`config.mk`:
```
export PLATFORM = sky130hd
export DESIGN_NAME = irq_event_counter
export DESIGN_NICKNAME = d
export VERILOG_FILES = /design/src/rtl/irqc_pkg.sv /design/src/rtl/irqc_regs.sv /design/src/rtl/irqc_event_sel.sv /design/src/rtl/irqc_core.sv /design/src/rtl/irq_event_counter.sv
export SDC_FILE = /design/constraint.sdc
export NUM_CORES = 1
export LEC_CHECK = 0
export BUFFER_PORTS_ARGS = -buffer_cell sky130_fd_sc_hd__clkbuf_2
export CAP_MARGIN = 10
export CORE_UTILIZATION = 25
export DETAILED_ROUTE_END_ITERATION = 7
export PLACE_DENSITY = 0.4
export SYNTH_ARGS = -nofsm -noshare
export SYNTH_HDL_FRONTEND = slang
export SYNTH_SLANG_ARGS = --single-unit
```
`constraint.sdc`:
```
create_clock -name clk -period 4.8 [get_ports clk]
set_input_delay 0.72 -clock clk [delete_from_list [all_inputs] [get_ports clk]]
set_output_delay 0.72 -clock clk [all_outputs]
set_load 0.03 [all_outputs]
```
`src/rtl/irqc_pkg.sv`:
```
// Package: shared register slots and source encoding for the interrupt counter.
// Assumes: the slot numbers below are the decode used by the register file.
package irqc_pkg;

    typedef enum logic [1:0] {
        SRC_CPU_CYCLE   = 2'd0,
        SRC_A12_RISE    = 2'd1,
        SRC_ADDR_CHANGE = 2'd2,
        SRC_CPU_WRITE   = 2'd3
    } irq_src_e;

    localparam logic [2:0] SLOT_ENABLE  = 3'd0;
    localparam logic [2:0] SLOT_SOURCE  = 3'd1;
    localparam logic [2:0] SLOT_DISABLE = 3'd2;
    localparam logic [2:0] SLOT_ARM     = 3'd3;
    localparam logic [2:0] SLOT_PRES    = 3'd4;
    localparam logic [2:0] SLOT_COUNT   = 3'd5;
    localparam logic [2:0] SLOT_KEY     = 3'd6;

endpackage

```
`src/rtl/irqc_regs.sv`:
```
// Module: irqc_regs
// Decodes register writes into held state (enable, source, key) and into
// single-cycle strobes (load prescaler, load counter, clear prescaler, ack).
// Assumes: wr_en is a single-cycle write qualifier; slot 7 is unused.
module irqc_regs
    import irqc_pkg::*;
#(
    parameter int unsigned DATA_W = 8
) (
    input  logic              clk,
    input  logic              rst_n,
    input  logic              wr_en,
    input  logic [2:0]        wr_addr,
    input  logic [DATA_W-1:0] wr_data,
    output logic              enable,
    output irq_src_e          src,
    output logic              ld_pres,
    output logic              ld_cnt,
    output logic [DATA_W-1:0] ld_value,
    output logic              clr_pres,
    output logic              ack
);

    logic [DATA_W-1:0] key_q;
    logic              hit_enable, hit_source, hit_disable, hit_arm, hit_key;

    // Slot decode of the current write.
    always_comb begin
        hit_enable  = wr_en && (wr_addr == SLOT_ENABLE);
        hit_source  = wr_en && (wr_addr == SLOT_SOURCE);
        hit_disable = wr_en && (wr_addr == SLOT_DISABLE);
        hit_arm     = wr_en && (wr_addr == SLOT_ARM);
        hit_key     = wr_en && (wr_addr == SLOT_KEY);
        ld_pres     = wr_en && (wr_addr == SLOT_PRES);
        ld_cnt      = wr_en && (wr_addr == SLOT_COUNT);
    end

    // Strobes to the counting core; loads use the key held before this write.
    always_comb begin
        ld_value = wr_data ^ key_q;
        clr_pres = hit_disable || (hit_enable && !wr_data[0]);
        ack      = clr_pres;
    end

    // Held register state.
    always_ff @(posedge clk) begin
        if (!rst_n) begin
            enable <= 1'b0;
            src    <= SRC_CPU_CYCLE;
            key_q  <= '0;
        end else begin
            if (hit_enable)  enable <= wr_data[0];
            if (hit_disable) enable <= 1'b0;
            if (hit_arm)     enable <= 1'b1;
            if (hit_source)  src    <= irq_src_e'(wr_data[1:0]);
            if (hit_key)     key_q  <= wr_data;
        end
    end

    // the key changes only on a write to its own slot.
    a_r6_key_only_own_slot: assert property (@(posedge clk) disable iff (!rst_n)
        !hit_key |=> $stable(key_q));

    // a disable write leaves counting off.
    a_r8_disable_takes: assert property (@(posedge clk) disable iff (!rst_n)
        hit_disable |=> !enable);

endmodule

```
`src/rtl/irqc_event_sel.sv`:
```
// Module: irqc_event_sel
// Picks the strobe of the selected source and turns it into a tick count
// for this cycle. The address-change source weighs ADDR_CHANGE_TICKS.
// Assumes: strobes are synchronous single-cycle pulses.
module irqc_event_sel
    import irqc_pkg::*;
#(
    parameter int unsigned ADDR_CHANGE_TICKS = 2,
    localparam int unsigned MAX_TICKS = (ADDR_CHANGE_TICKS > 1) ? ADDR_CHANGE_TICKS : 1,
    localparam int unsigned TICK_W    = $clog2(MAX_TICKS + 1)
) (
    input  logic              clk,
    input  logic              rst_n,
    input  irq_src_e          src,
    input  logic              ev_cpu_cycle,
    input  logic              ev_a12_rise,
    input  logic              ev_addr_change,
    input  logic              ev_cpu_write,
    output logic [TICK_W-1:0] ticks
);

    localparam logic [TICK_W-1:0] ONE_TICK = TICK_W'(1);
    localparam logic [TICK_W-1:0] AC_TICKS = TICK_W'(ADDR_CHANGE_TICKS);

    // Tick count for this cycle from the selected source only.
    always_comb begin
        ticks = '0;
        unique case (src)
            SRC_CPU_CYCLE:   if (ev_cpu_cycle)   ticks = ONE_TICK;
            SRC_A12_RISE:    if (ev_a12_rise)    ticks = ONE_TICK;
            SRC_ADDR_CHANGE: if (ev_addr_change) ticks = AC_TICKS;
            SRC_CPU_WRITE:   if (ev_cpu_write)   ticks = ONE_TICK;
            default:         ticks = '0;
        endcase
    end

    // no ticks without a strobe on some source.
    a_r2_tick_needs_event: assert property (@(posedge clk) disable iff (!rst_n)
        (ticks != '0) |-> (ev_cpu_cycle || ev_a12_rise || ev_addr_change || ev_cpu_write));

endmodule

```
`src/rtl/irqc_core.sv`:
```
// Module: irqc_core
// Prescaler and main counter, both counting down, with the interrupt flag.
// Applies up to MAX_TICKS ticks per cycle, then lets register strobes override.
// Assumes: ld_pres, ld_cnt and clr_pres are never active together.
module irqc_core #(
    parameter int unsigned DATA_W    = 8,
    parameter int unsigned MAX_TICKS = 2,
    localparam int unsigned TICK_W   = $clog2(MAX_TICKS + 1)
) (
    input  logic              clk,
    input  logic              rst_n,
    input  logic              enable,
    input  logic [TICK_W-1:0] ticks,
    input  logic              ld_pres,
    input  logic              ld_cnt,
    input  logic [DATA_W-1:0] ld_value,
    input  logic              clr_pres,
    input  logic              ack,
    output logic              irq
);

    logic [DATA_W-1:0] pres_q, cnt_q;
    logic [DATA_W-1:0] pres_st, cnt_st;
    logic              fire;

    // Apply this cycle's ticks one after another to the held state.
    always_comb begin
        pres_st = pres_q;
        cnt_st  = cnt_q;
        fire    = 1'b0;
        for (int i = 0; i < MAX_TICKS; i++) begin
            if (enable && (i < int'(ticks))) begin
                if (pres_st == '0) begin
                    pres_st = '1;
                    if (cnt_st == '0) fire = 1'b1;
                    cnt_st = cnt_st - 1'b1;
                end else begin
                    pres_st = pres_st - 1'b1;
                end
            end
        end
    end

    // State update: register strobes take priority over counting.
    always_ff @(posedge clk) begin
        if (!rst_n) begin
            pres_q <= '0;
            cnt_q  <= '0;
            irq    <= 1'b0;
        end else begin
            pres_q <= ld_pres ? ld_value : (clr_pres ? '0 : pres_st);
            cnt_q  <= ld_cnt  ? ld_value : cnt_st;
            irq    <= ack ? 1'b0 : (irq || fire);
        end
    end

    // irq is held until acknowledged.
    a_r5_irq_held: assert property (@(posedge clk) disable iff (!rst_n)
        (irq && !ack) |=> irq);

    // an acknowledge always leaves irq low.
    a_r10_ack_wins: assert property (@(posedge clk) disable iff (!rst_n)
        ack |=> !irq);

    // with counting off and no write, the prescaler holds.
    a_r9_disabled_hold: assert property (@(posedge clk) disable iff (!rst_n)
        (!enable && !ld_pres && !clr_pres) |=> $stable(pres_q));

    // irq rises only after a cycle in which counting was on.
    a_r5_rise_needs_enable: assert property (@(posedge clk) disable iff (!rst_n)
        $rose(irq) |-> $past(enable));

endmodule

```
`src/rtl/irq_event_counter.sv`:
```
// Module: irq_event_counter
// Top: register file, source selector and counting core.
// Assumes: all inputs are synchronous to clk; address decode is external.
module irq_event_counter
    import irqc_pkg::*;
#(
    parameter int unsigned DATA_W            = 8,
    parameter int unsigned ADDR_CHANGE_TICKS = 2,
    localparam int unsigned MAX_TICKS = (ADDR_CHANGE_TICKS > 1) ? ADDR_CHANGE_TICKS : 1,
    localparam int unsigned TICK_W    = $clog2(MAX_TICKS + 1)
) (
    input  logic              clk,
    input  logic              rst_n,
    input  logic              wr_en,
    input  logic [2:0]        wr_addr,
    input  logic [DATA_W-1:0] wr_data,
    input  logic              ev_cpu_cycle,
    input  logic              ev_a12_rise,
    input  logic              ev_addr_change,
    input  logic              ev_cpu_write,
    output logic              irq
);

    logic              enable, ld_pres, ld_cnt, clr_pres, ack;
    irq_src_e          src;
    logic [DATA_W-1:0] ld_value;
    logic [TICK_W-1:0] ticks;

    irqc_regs #(.DATA_W(DATA_W)) u_regs (
        .clk(clk), .rst_n(rst_n), .wr_en(wr_en), .wr_addr(wr_addr),
        .wr_data(wr_data), .enable(enable), .src(src), .ld_pres(ld_pres),
        .ld_cnt(ld_cnt), .ld_value(ld_value), .clr_pres(clr_pres), .ack(ack)
    );

    irqc_event_sel #(.ADDR_CHANGE_TICKS(ADDR_CHANGE_TICKS)) u_sel (
        .clk(clk), .rst_n(rst_n), .src(src), .ev_cpu_cycle(ev_cpu_cycle),
        .ev_a12_rise(ev_a12_rise), .ev_addr_change(ev_addr_change),
        .ev_cpu_write(ev_cpu_write), .ticks(ticks)
    );

    irqc_core #(.DATA_W(DATA_W), .MAX_TICKS(MAX_TICKS)) u_core (
        .clk(clk), .rst_n(rst_n), .enable(enable), .ticks(ticks),
        .ld_pres(ld_pres), .ld_cnt(ld_cnt), .ld_value(ld_value),
        .clr_pres(clr_pres), .ack(ack), .irq(irq)
    );

endmodule

```
==> impl_metrics.ini <==
[outcome]
status = finished clean

[final_layout]
fin_cells = 431
drive_above_1_share_pct = 12.2
diodes = 0
syn2layout_area_growth_pct = 9.49
fin_nets = 347

[floorplanning]
initial_core_util_pct = 25.8
die_height_um = 99.4
die-area_um2 = 9890
ioPinCount = 19
coreArea_um2 = 9200
rows = 35
die_width_um = 99.4

[setup_path]
path_class = flop to flop
required_ns = 5.03
worstReg2RegStart = u_core.pres_q[0]
crit_path_start_kind = flop
crit_fanout = 8
startpoint = u_core.pres_q[0]
arrival_ns = 3.54
critPathCaptureType = flop

[clocking]
cts_resized = 0
cts_tree = built
hold_buffers = 0
cts_buffer_depth = 2
numCtsBuffers = 3
clkSlewWorstSetupHoldPaths_ns = 0.10
root_buffer = clkbuf_8
clock-sinks = 28
postCtsSetupRepairBufs = 0
worstSkewPairLatency_ns = 0.28
cts_max_level = 1

[detailed_routing]
wl_per_cell_um = 15.9
first_pass_iters = 4
drc = 0
vias_per_cell = 5.28
drtIter0Drc = 96
vias = 2274
wirelength_um = 6840
antenna_left = 0

[synth]
seq_area_frac_synth_pct = 23.6
syn_nets = 339
ys_ff_latch = 28
synth_edf_count = 0
synth_top_area_cell = dfxtp_1
ys_types = 67
synth_top_area_share_pct = 23.6
avgSynthCellArea_um2 = 7.58
ys_async_sr_fraction_pct = 0
syn_area_um2 = 2370
synthTopCellsByArea = dfxtp_1 (24%), nand2_1 (6.6%), xnor2_1 (4.8%), a21oi_1 (4.4%), ha_1 (4.2%)
synth_common_cells = nand2_1 (42), dfxtp_1 (28), a21oi_1 (21), nor2_1 (20), o21ai_0 (19)
synth_most_common_cell = nand2_1
yosys_most_used_dff = dfxtp_1
yosysWarnings = 0
syn-instance-count = 313

[worst_hold_path]
hold_class = flop to flop
worstHoldStart = u_regs.key_q[3]

[sta]
slew_viol_final = 0
hold_viol_final = 0
setup_violations = 0
fin_tns_setup_ns = 0
fin_crit_sh_pct = 69.0
rsz0062_at_grt = no
fin_worst_skew_ns = 0.00230
fin_crit_ns = 3.31
max_freq_mhz = 302
relSlewSlack_pct = 50.6
worstMarginPinSlew_ns = 0.741

[pwr]
ir_worst_vdd_v = 0.000140
p_leak_nw = 0.882
power_mw = 0.683
power_density_nw_per_um2 = 263

[global_route]
grtUsageTotal_pct = 14.4
grt_pass1_vias = 2152
grt-ovfl-total = 0
grt_pass1_wl_um = 11200
antenna_found_initial = 0
grt_max_degree = 19

[place]
gp_congestion = 0.860
dpl.hpwl_um = 5420
dp.cells = 427
port_buffers = 18

[flow_run]
max-cap-violations = 0
[layout by cell type, fill, tap and decap left out, types with 2 or more instances in the layout]
cell type / n
o22a_1: 2
a31oi_1: 6
a211oi_1: 2
nor2_1: 20
nor2b_1: 3
or3_1: 4
o31ai_1: 2
nand2_1: 42
a2bb2oi_1: 2
dfxtp_1: 28
nand3b_1: 3
nor4_2: 2
a21oi_1: 21
o21ai_0: 19
clkbuf_2: 18
nand4_1: 8
ha_1: 8
xnor2_1: 13
and2_1: 6
clkbuf_8: 3
inv_1: 12
nor3b_1: 2
o21ai_1: 2
or2_2: 2
nand3_1: 12
xor2_1: 7
nand2b_1: 4
mux2i_1: 4
a211o_1: 4
and4_1: 2
o22ai_1: 2
o211ai_1: 3
nor4_1: 6
nand4b_1: 3
nor3_1: 13
[critical path: stages, from the launching register on]
cell       delay (ns)
dfxtp_1          0.47
inv_1            0.10
ha_1             0.22
nor4b_2          0.18
nand2_1          0.28
nand3_1          0.11
o21ai_0          0.20
ha_1             0.25
inv_1            0.05
a2111oi_2        0.33
o211ai_2         0.22
nor4_4           0.38
mux2_4           0.35
a21oi_2          0.12
[where the power goes]
part / leakage (nW) / switching (mW) / internal (mW)
sequential: 0.228 / 0.0213 / 0.245
combinational: 0.619 / 0.141 / 0.0819
clock: 0.0357 / 0.0816 / 0.112
total: 0.882 / 0.244 / 0.439
[layer usage]
metal | GRT usage (%) | vias up | wire, µm
li1 | - | 1163 | -
met1 | 20.1 | 1056 | 3460
met2 | 23.0 | 44 | 3030
met3 | 1.41 | 11 | 188
met4 | 4.98 | 0 | 159
met5 | 0 | - | 0
[metrics by stage]
stage               instance area [µm²]  utilization, %  hold WS [ns]  setup WS [ns]
CTS                                2600            28.3         0.474           1.49
finish                             2600            28.3         0.471           1.49
floorplan                          2370               -         0.448           1.64
global placement                   2530            27.5         0.454           1.32
detailed placement                 2530            27.5         0.459           1.25
global route                       2600            28.3         0.486           1.14
[registers in the layout (all words and copies together) (netlist names)]
signal         cells
u_core.cnt_q       8
u_regs.key_q       8
u_core.irq         1
u_regs.enable      1
u_regs.src         2
u_core.pres_q      8
[worst paths after layout]
kind / slack (ns) / end / cells past startpoint
hold reg to reg: 0.47 / u_regs.key_q[3] / 2
hold / removal: 0.47 / u_regs.key_q[3] / 2
setup reg to reg: 1.49 / u_core.cnt_q[1] / 13
setup / recovery: 1.49 / u_core.cnt_q[1] / 13
[logic make-up after synthesis]
family          count (synthesis)  synth area share (%)
fa+ha+maj                       8                  4.22
flops                          28                  23.6
buf+inv                        27                  5.06
mux                             5                  2.32
simple gates                  142                  33.1
xor+xnor                       20                  7.38
compound gates                 83                  24.4
[cell type report]
type,count,area [µm²]
inverter,12,45.0
clock inverter,1,30.0
fill,1031,6600
sequential,28,561
clock buffer,3,41.3
multi-input combinational,258,1690
timing repair buffer,18,90.1
tap,111,139
Power figures use the tool's default switching activity.
